`src/rtl/flash_cmd_pkg.sv`:
```
package flash_cmd_pkg;

  typedef enum logic [1:0] {
    CYC_CMD     = 2'd0,
    CYC_ARG     = 2'd1,
    CYC_DATA    = 2'd2,
    CYC_CONFIRM = 2'd3
  } cycle_e;

  typedef enum logic [1:0] {
    SEL_ARRAY  = 2'd0,
    SEL_STATUS = 2'd1,
    SEL_IDENT  = 2'd2,
    SEL_QUERY  = 2'd3
  } rdSel_e;

  // strobes from control to datapath, valid for one clock
  typedef struct packed {
    logic memWr;
    logic eraseSec;
    logic loadCnt;
    logic cntDec;
    logic statClear;
    logic setReady;
    logic setProgErr;
    logic setEraseErr;
  } strobe_t;

  localparam logic [7:0] OP_NULL      = 8'h00;
  localparam logic [7:0] OP_LOCK_ALT  = 8'h01;
  localparam logic [7:0] OP_PROG_A    = 8'h10;
  localparam logic [7:0] OP_ERASE     = 8'h20;
  localparam logic [7:0] OP_ERASE_ALT = 8'h28;
  localparam logic [7:0] OP_PROG_B    = 8'h40;
  localparam logic [7:0] OP_CLR_STAT  = 8'h50;
  localparam logic [7:0] OP_LOCK      = 8'h60;
  localparam logic [7:0] OP_STATUS    = 8'h70;
  localparam logic [7:0] OP_IDENT     = 8'h90;
  localparam logic [7:0] OP_QUERY     = 8'h98;
  localparam logic [7:0] OP_CONFIRM   = 8'hD0;
  localparam logic [7:0] OP_BUF       = 8'hE8;
  localparam logic [7:0] OP_ALT_RESET = 8'hF0;
  localparam logic [7:0] OP_READ      = 8'hFF;

  function automatic logic [7:0] queryByte(input logic [7:0] idx,
                                           input int unsigned sizeLog2,
                                           input int unsigned sectors);
    logic [7:0] res;
    case (idx)
      8'h10:   res = 8'h51;
      8'h11:   res = 8'h52;
      8'h12:   res = 8'h59;
      8'h13:   res = 8'h01;
      8'h27:   res = 8'(sizeLog2);
      8'h2C:   res = 8'h01;
      8'h2D:   res = 8'(sectors - 1);
      default: res = 8'h00;
    endcase
    return res;
  endfunction

endpackage

```
`src/rtl/flash_cmd_ctrl.sv`:
```
module flash_cmd_ctrl
  import flash_cmd_pkg::*;
(
  input  logic       clk,
  input  logic       rstN,
  input  logic       wrEn,
  input  logic [7:0] wrData,
  input  logic       wrProtect,
  input  logic       cntZero,
  output strobe_t    strb,
  output cycle_e     cycState,
  output logic [7:0] cmdState,
  output rdSel_e     rdSel
);

  cycle_e     cycNxt;
  logic [7:0] cmdNxt;

  always_ff @(posedge clk or negedge rstN) begin
    if (!rstN) begin
      cycState <= CYC_CMD;
      cmdState <= OP_NULL;
    end else begin
      cycState <= cycNxt;
      cmdState <= cmdNxt;
    end
  end

  always_comb begin
    strb   = '0;
    cycNxt = cycState;
    cmdNxt = cmdState;
    if (wrEn) begin
      unique case (cycState)
        CYC_CMD: begin
          case (wrData)
            OP_READ, OP_ALT_RESET, OP_NULL: begin
              cmdNxt = OP_NULL;
              cycNxt = CYC_CMD;
            end
            OP_CLR_STAT: begin
              strb.statClear = 1'b1;
              cmdNxt = OP_NULL;
              cycNxt = CYC_CMD;
            end
            OP_STATUS, OP_IDENT: cmdNxt = wrData;
            OP_PROG_A, OP_PROG_B, OP_LOCK, OP_QUERY: begin
              cmdNxt = wrData;
              cycNxt = CYC_ARG;
            end
            OP_ERASE: begin
              strb.eraseSec    = !wrProtect;
              strb.setEraseErr = wrProtect;
              strb.setReady    = 1'b1;
              cmdNxt = wrData;
              cycNxt = CYC_ARG;
            end
            OP_BUF: begin
              strb.setReady = 1'b1;
              cmdNxt = wrData;
              cycNxt = CYC_ARG;
            end
            default: begin
              cmdNxt = OP_NULL;
              cycNxt = CYC_CMD;
            end
          endcase
        end
        CYC_ARG: begin
          case (cmdState)
            OP_PROG_A, OP_PROG_B: begin
              strb.memWr      = !wrProtect;
              strb.setProgErr = wrProtect;
              strb.setReady   = 1'b1;
              cycNxt = CYC_CMD;
            end
            OP_ERASE, OP_ERASE_ALT: begin
              if (wrData == OP_CONFIRM) begin
                strb.setReady = 1'b1;
                cycNxt = CYC_CMD;
              end else begin
                cmdNxt = OP_NULL;
                cycNxt = CYC_CMD;
              end
            end
            OP_BUF: begin
              strb.loadCnt = 1'b1;
              cycNxt = CYC_DATA;
            end
            OP_LOCK: begin
              if (wrData == OP_CONFIRM || wrData == OP_LOCK_ALT) begin
                strb.setReady = 1'b1;
                cycNxt = CYC_CMD;
              end else begin
                cmdNxt = OP_NULL;
                cycNxt = CYC_CMD;
              end
            end
            OP_QUERY: begin
              if (wrData == OP_READ) begin
                cmdNxt = OP_NULL;
                cycNxt = CYC_CMD;
              end
            end
            default: begin
              cmdNxt = OP_NULL;
              cycNxt = CYC_CMD;
            end
          endcase
        end
        CYC_DATA: begin
          if (cmdState == OP_BUF) begin
            strb.memWr      = !wrProtect;
            strb.setProgErr = wrProtect;
            strb.setReady   = 1'b1;
            strb.cntDec     = 1'b1;
            if (cntZero) cycNxt = CYC_CONFIRM;
          end else begin
            cmdNxt = OP_NULL;
            cycNxt = CYC_CMD;
          end
        end
        CYC_CONFIRM: begin
          if (cmdState == OP_BUF && wrData == OP_CONFIRM) begin
            strb.setReady = 1'b1;
            cycNxt = CYC_CMD;
          end else begin
            cmdNxt = OP_NULL;
            cycNxt = CYC_CMD;
          end
        end
      endcase
    end
  end

  always_comb begin
    case (cmdState)
      OP_IDENT: rdSel = SEL_IDENT;
      OP_QUERY: rdSel = SEL_QUERY;
      OP_PROG_A, OP_PROG_B, OP_ERASE, OP_ERASE_ALT,
      OP_CLR_STAT, OP_LOCK, OP_STATUS, OP_BUF: rdSel = SEL_STATUS;
      default: rdSel = SEL_ARRAY;
    endcase
  end

endmodule

```
`src/rtl/flash_cmd_dpath.sv`:
```
module flash_cmd_dpath
  import flash_cmd_pkg::*;
#(
  parameter int unsigned SECTOR_BYTES = 64,
  parameter int unsigned NUM_SECTORS  = 4,
  parameter logic [7:0]  MFR_ID       = 8'h89,
  parameter logic [7:0]  DEV_ID       = 8'h18,
  localparam int unsigned DEPTH  = SECTOR_BYTES * NUM_SECTORS,
  localparam int unsigned ADDR_W = $clog2(DEPTH),
  localparam int unsigned SEC_W  = $clog2(SECTOR_BYTES)
) (
  input  logic              clk,
  input  logic              rstN,
  input  strobe_t           strb,
  input  rdSel_e            rdSel,
  input  logic              rdEn,
  input  logic [ADDR_W-1:0] addr,
  input  logic [7:0]        wrData,
  output logic              cntZero,
  output logic [7:0]        statusState,
  output logic [7:0]        rdData
);

  logic [DEPTH-1:0][7:0] memArr;
  logic [7:0]            cntReg;
  logic [ADDR_W-1:0]     secBase;

  assign secBase = (addr >> SEC_W) << SEC_W;
  assign cntZero = (cntReg == 8'h00);

  for (genvar g = 0; g < DEPTH; g++) begin : g_cell
    localparam logic [ADDR_W-1:0] CELL_BASE = ADDR_W'((g / SECTOR_BYTES) * SECTOR_BYTES);
    always_ff @(posedge clk or negedge rstN) begin
      if (!rstN) begin
        memArr[g] <= 8'hFF;
      end else if (strb.eraseSec && secBase == CELL_BASE) begin
        memArr[g] <= 8'hFF;
      end else if (strb.memWr && addr == ADDR_W'(g)) begin
        memArr[g] <= wrData;
      end
    end
  end

  always_ff @(posedge clk or negedge rstN) begin
    if (!rstN) begin
      statusState <= 8'h80;
    end else if (strb.statClear) begin
      statusState <= 8'h00;
    end else begin
      statusState <= statusState |
                     {strb.setReady, 1'b0, strb.setEraseErr, strb.setProgErr, 4'b0000};
    end
  end

  always_ff @(posedge clk or negedge rstN) begin
    if (!rstN) begin
      cntReg <= 8'h00;
    end else if (strb.loadCnt) begin
      cntReg <= wrData;
    end else if (strb.cntDec) begin
      cntReg <= cntReg - 8'd1;
    end
  end

  logic [7:0] rdNxt;
  always_comb begin
    unique case (rdSel)
      SEL_ARRAY:  rdNxt = memArr[addr];
      SEL_STATUS: rdNxt = statusState;
      SEL_IDENT:  rdNxt = (addr == ADDR_W'(0)) ? MFR_ID :
                          (addr == ADDR_W'(1)) ? DEV_ID : 8'h00;
      SEL_QUERY:  rdNxt = queryByte(8'(addr), ADDR_W, NUM_SECTORS);
    endcase
  end

  always_ff @(posedge clk or negedge rstN) begin
    if (!rstN) begin
      rdData <= 8'h00;
    end else if (rdEn) begin
      rdData <= rdNxt;
    end
  end

endmodule

```
`src/rtl/flash_cmd_seq.sv`:
```
module flash_cmd_seq
  import flash_cmd_pkg::*;
#(
  parameter int unsigned SECTOR_BYTES = 64,
  parameter int unsigned NUM_SECTORS  = 4,
  parameter logic [7:0]  MFR_ID       = 8'h89,
  parameter logic [7:0]  DEV_ID       = 8'h18,
  localparam int unsigned ADDR_W = $clog2(SECTOR_BYTES * NUM_SECTORS)
) (
  input  logic              clk,
  input  logic              rstN,
  input  logic              wrEn,
  input  logic              rdEn,
  input  logic [ADDR_W-1:0] addr,
  input  logic [7:0]        wrData,
  input  logic              wrProtect,
  output logic [7:0]        rdData
);

  strobe_t    strb;
  cycle_e     cycState;
  logic [7:0] cmdState;
  logic [7:0] statusState;
  rdSel_e     rdSel;
  logic       cntZero;

  flash_cmd_ctrl ctrl_i (
    .clk      (clk),
    .rstN     (rstN),
    .wrEn     (wrEn),
    .wrData   (wrData),
    .wrProtect(wrProtect),
    .cntZero  (cntZero),
    .strb     (strb),
    .cycState (cycState),
    .cmdState (cmdState),
    .rdSel    (rdSel)
  );

  flash_cmd_dpath #(
    .SECTOR_BYTES(SECTOR_BYTES),
    .NUM_SECTORS (NUM_SECTORS),
    .MFR_ID      (MFR_ID),
    .DEV_ID      (DEV_ID)
  ) dpath_i (
    .clk        (clk),
    .rstN       (rstN),
    .strb       (strb),
    .rdSel      (rdSel),
    .rdEn       (rdEn),
    .addr       (addr),
    .wrData     (wrData),
    .cntZero    (cntZero),
    .statusState(statusState),
    .rdData     (rdData)
  );

endmodule

```
`config.mk`:
```
export PLATFORM = sky130hd
export DESIGN_NAME = flash_cmd_seq
export DESIGN_NICKNAME = d
export VERILOG_FILES = /design/src/rtl/flash_cmd_pkg.sv /design/src/rtl/flash_cmd_ctrl.sv /design/src/rtl/flash_cmd_dpath.sv /design/src/rtl/flash_cmd_seq.sv
export SDC_FILE = /design/constraint.sdc
export NUM_CORES = 2
export LEC_CHECK = 0
export BUFFER_PORTS_ARGS = -buffer_cell sky130_fd_sc_hd__buf_2
export CORE_MARGIN = 3
export CORE_UTILIZATION = 60
export DETAILED_ROUTE_END_ITERATION = 12
export PLACE_DENSITY = 0.76
export SLEW_MARGIN = 20
export SYNTH_ARGS = -nofsm -noshare
export SYNTH_HDL_FRONTEND = slang
export SYNTH_HIERARCHICAL = 1
export SYNTH_SLANG_ARGS = --single-unit
```
`constraint.sdc`:
```
create_clock -name clk -period 4.57 [get_ports clk]
set_input_delay 0.457 -clock clk [delete_from_list [all_inputs] [get_ports clk]]
set_output_delay 0.457 -clock clk [all_outputs]
set_load 0.005 [all_outputs]
```
==> summary by stage <==
GRT
The global-route usage over all layers is 0.3991. The via count of the first global-routing pass is 85240. Entering global routing, the biggest net connects 255 pins. The first global-routing pass estimated 530.8 mm of wire.

Global routing finished with a remaining overflow of 0. The initial antenna violation count is 25.

STA
Measured against its own limit, the worst slew margin works out to 0.1225. Clock skew on the completed layout was measured at 0.05861 ns. The final critical path time including I/O delays and setup is 3.816 ns.

The total of endpoints with negative setup slack in the final report is 0. Based on the critical path, the design can be clocked at up to 262.0 MHz. The final hold violation count was 0. After routing, the total negative slack on setup checks comes to 0 ns. At the pin with the least slew margin, the transition time is 1.316 ns. The final-report max-slew violation count came to 0. Setup repair after global routing left no endpoint under its margin.

Dividing the final minimum period by the clock period gives 0.8350.

Layout
The final core utilization is 0.6676. The proportion of layout cells with a drive suffix above 1 is 0.3207. The post-synthesis to final-layout area growth is 9.885%.

In the final design database the tool counted 10320 nets. The finished layout holds 12690 standard cells, fillers aside.

Floorplan
The floorplan step defined a core boundary enclosing 168300 sq um. The number of placed I/O pins is 29. The height of the chip is 418.9 um. The die covers 175400 sq um. For this configuration, the core starts out at a cell density of 0.6075. The row count is 150.

The die is 418.9 um wide.

Detailed routing
The number of optimization iterations in the first detailed-route pass is 8. The length of routed met2 wiring is 150.8 mm. The DRC violation total after the first TritonRoute iteration is 13180. After detailed routing, the met3 layer carries 50.68 mm of wire. Once detail routing completed, the nets flagged for antenna violations numbered 0. After detailed routing, the number of vias per cell comes to 6.810. The overall via count from detail_route is 86430. The average detailed-routed wire length per instance is 27.52 um.

The number of DRC violations after detailed routing is 0. Wires add up to 349.2 mm. The highest layer touched by signal routing is met5.

The detailed router put a total of 122.0 mm of wire on met1.

Clock network
After clock tree synthesis, the clock-pin slew on the worst setup and hold paths is 0.06 ns. The H-tree was split into 4 levels. Buffers added to address setup during post-CTS repair amount to 0.

The total number of clock tree sinks is 2077. In this run, CTS created clock tree buffers numbering 209. The tree is rooted in a clkbuf_16. The number of gates resized after CTS is 0. The CTS tree is yes.

At the later pin of the worst-skew pair, clock insertion delay measures 0.90 ns. The maximum number of buffers from clock root to sink is 3.

Placement
After legalization and detailed placement, the total HPWL measured 213.8 mm. Input and output buffers added on the ports amount to 28. Routability-driven placement finished with a final weighted congestion of 0.9860.

The number of placed instances, taps included, is 12280.

Synth
The mean instance size in the synthesized netlist is 9.718 sq um. During synthesis, Yosys emitted a total of 6 warnings. The post-synth net total is 10550. The post-synthesis cell count is 10520.

After synthesis the cells add up to 102300 sq um.

Critical path
The type of element launching the critical path is a flip-flop. The required time reported for the critical path endpoint is 5.28 ns. At the worst endpoint, the arrival time is 4.53 ns. In this run the worst path has a maximum fanout of 28. The endpoint type of the worst setup path is a flip-flop.

The setup path with the least slack is of type flip-flop to flip-flop.

Job
Across the run, the number of max-cap violations was 0.

Status
The run finished with clean final reports.

Pwr
For this design the static power due to leakage is 47.89 nW. IR analysis of the VDD net gives a maximum drop of 0.0003559 V. In this run the power density over the cells is 350.3 nW/um^2.

Hold path
The path class of the tightest hold or removal check is input pin to flip-flop.
final timing paths:
| kind | start | endpoint | slack [ns] | cells past startpoint |
|---|---|---|---|---|
| max in group asynchronous | rstN | dpath_i/memArr[1526]$_DFFE_PN1P_ | 2.84 | 3 |
| worst min-delay path | wrData[7] | dpath_i/memArr[735]$_DFFE_PN1P_ | 0.05 | 3 |
| worst min register to register | dpath_i/memArr[1727]$_DFFE_PN1P_ | dpath_i/memArr[1727]$_DFFE_PN1P_ | 0.48 | 2 |
| worst max-delay path | ctrl_i/cycState[0]$_DFFE_PN0P_ | dpath_i/memArr[1322]$_DFFE_PN1P_ | 0.75 | 11 |
| min in group asynchronous | rstN | dpath_i/cntReg[4]$_DFFE_PN0P_ | 0.24 | 2 |
| worst max register to register | ctrl_i/cycState[0]$_DFFE_PN0P_ | dpath_i/memArr[1322]$_DFFE_PN1P_ | 0.75 | 11 |
final cells by class:
type                            instances  area (sq um)
Timing Repair Buffer                  288          3027
Clock buffer                          307          6131
Antenna cell                           18         45.04
Sequential cell                      2077         54540
Inverter                                9         33.78
Clock inverter                         84          1012
Multi-Input combinational cell       7704         44840
Tap cell                             2204          2758
Fill cell                           12410         55960
power breakdown:
group	internal [mW]	total (mW)	leakage, nW	switching, mW
logic	0.684	2.34	22.8	1.65
clock network	10.2	17.9	3.53	7.70
registers	18.9	19.1	21.5	0.169
state kept, by name, indices dropped and copies added, names as in the netlist:
register / count
dpath_i/rdData: 8
dpath_i/cntReg: 8
dpath_i/memArr: 2048
dpath_i/statusState: 3
ctrl_i/cmdState: 8
ctrl_i/cycState: 2
cells in the final DEF, fill, tap and decap left out, drive strengths merged, types with 6 or more instances in the layout:
cell type       n
nor4           11
nand2b         10
diode          18
nand2        4350
nor2b          25
nand3        2077
inv            17
clkinv         55
and3           19
nor2          297
buf           281
mux2i          68
ha              7
bufinv         16
dfstp        2049
nand3b          6
mux2            8
clkbuf        308
mux4          623
a22oi          52
nor3           22
dlygate4sd3     6
nand4           7
a21oi          29
dfrtp          28
o21ai          17
critical path, cell delays in order, from the launching register on:
cell	delay, ns
dfrtp_1	0.37
inv_1	0.10
ha_1	0.27
nand3b_1	0.19
a2111oi_2	0.52
buf_12	0.30
nand2_1	0.31
nor2_2	0.27
buf_4	0.58
nand2_1	0.42
nand2_1	0.18
nand3_1	0.10
routing by layer:
metal	track usage	up-vias
li1	-	35260
met1	0.5178	43010
met2	0.5698	6648
met3	0.1504	1485
met4	0.2446	30
met5	0.004168	-
timing repair:
item / in CTS / in global routing
hold buffers: 6 / 0
endpoints found under the hold margin: 60 / 0
endpoints found under the setup margin: 0 / 0
metrics by stage:
stage	power, mW	cell area (sq um)	worst slack [ns]	hold slack [ns]
global placement	21.55	105100	0.5368	0.4669
floorplan	20.51	102300	1.568	0.1614
finish	39.36	112400	0.7538	0.04800
detailed placement	21.61	105100	0.5152	0.4741
global route	40.39	112300	0.7622	0.04463
CTS	39.39	112300	0.9263	0.01301
Note: power is estimated with default switching activity, not from simulation.
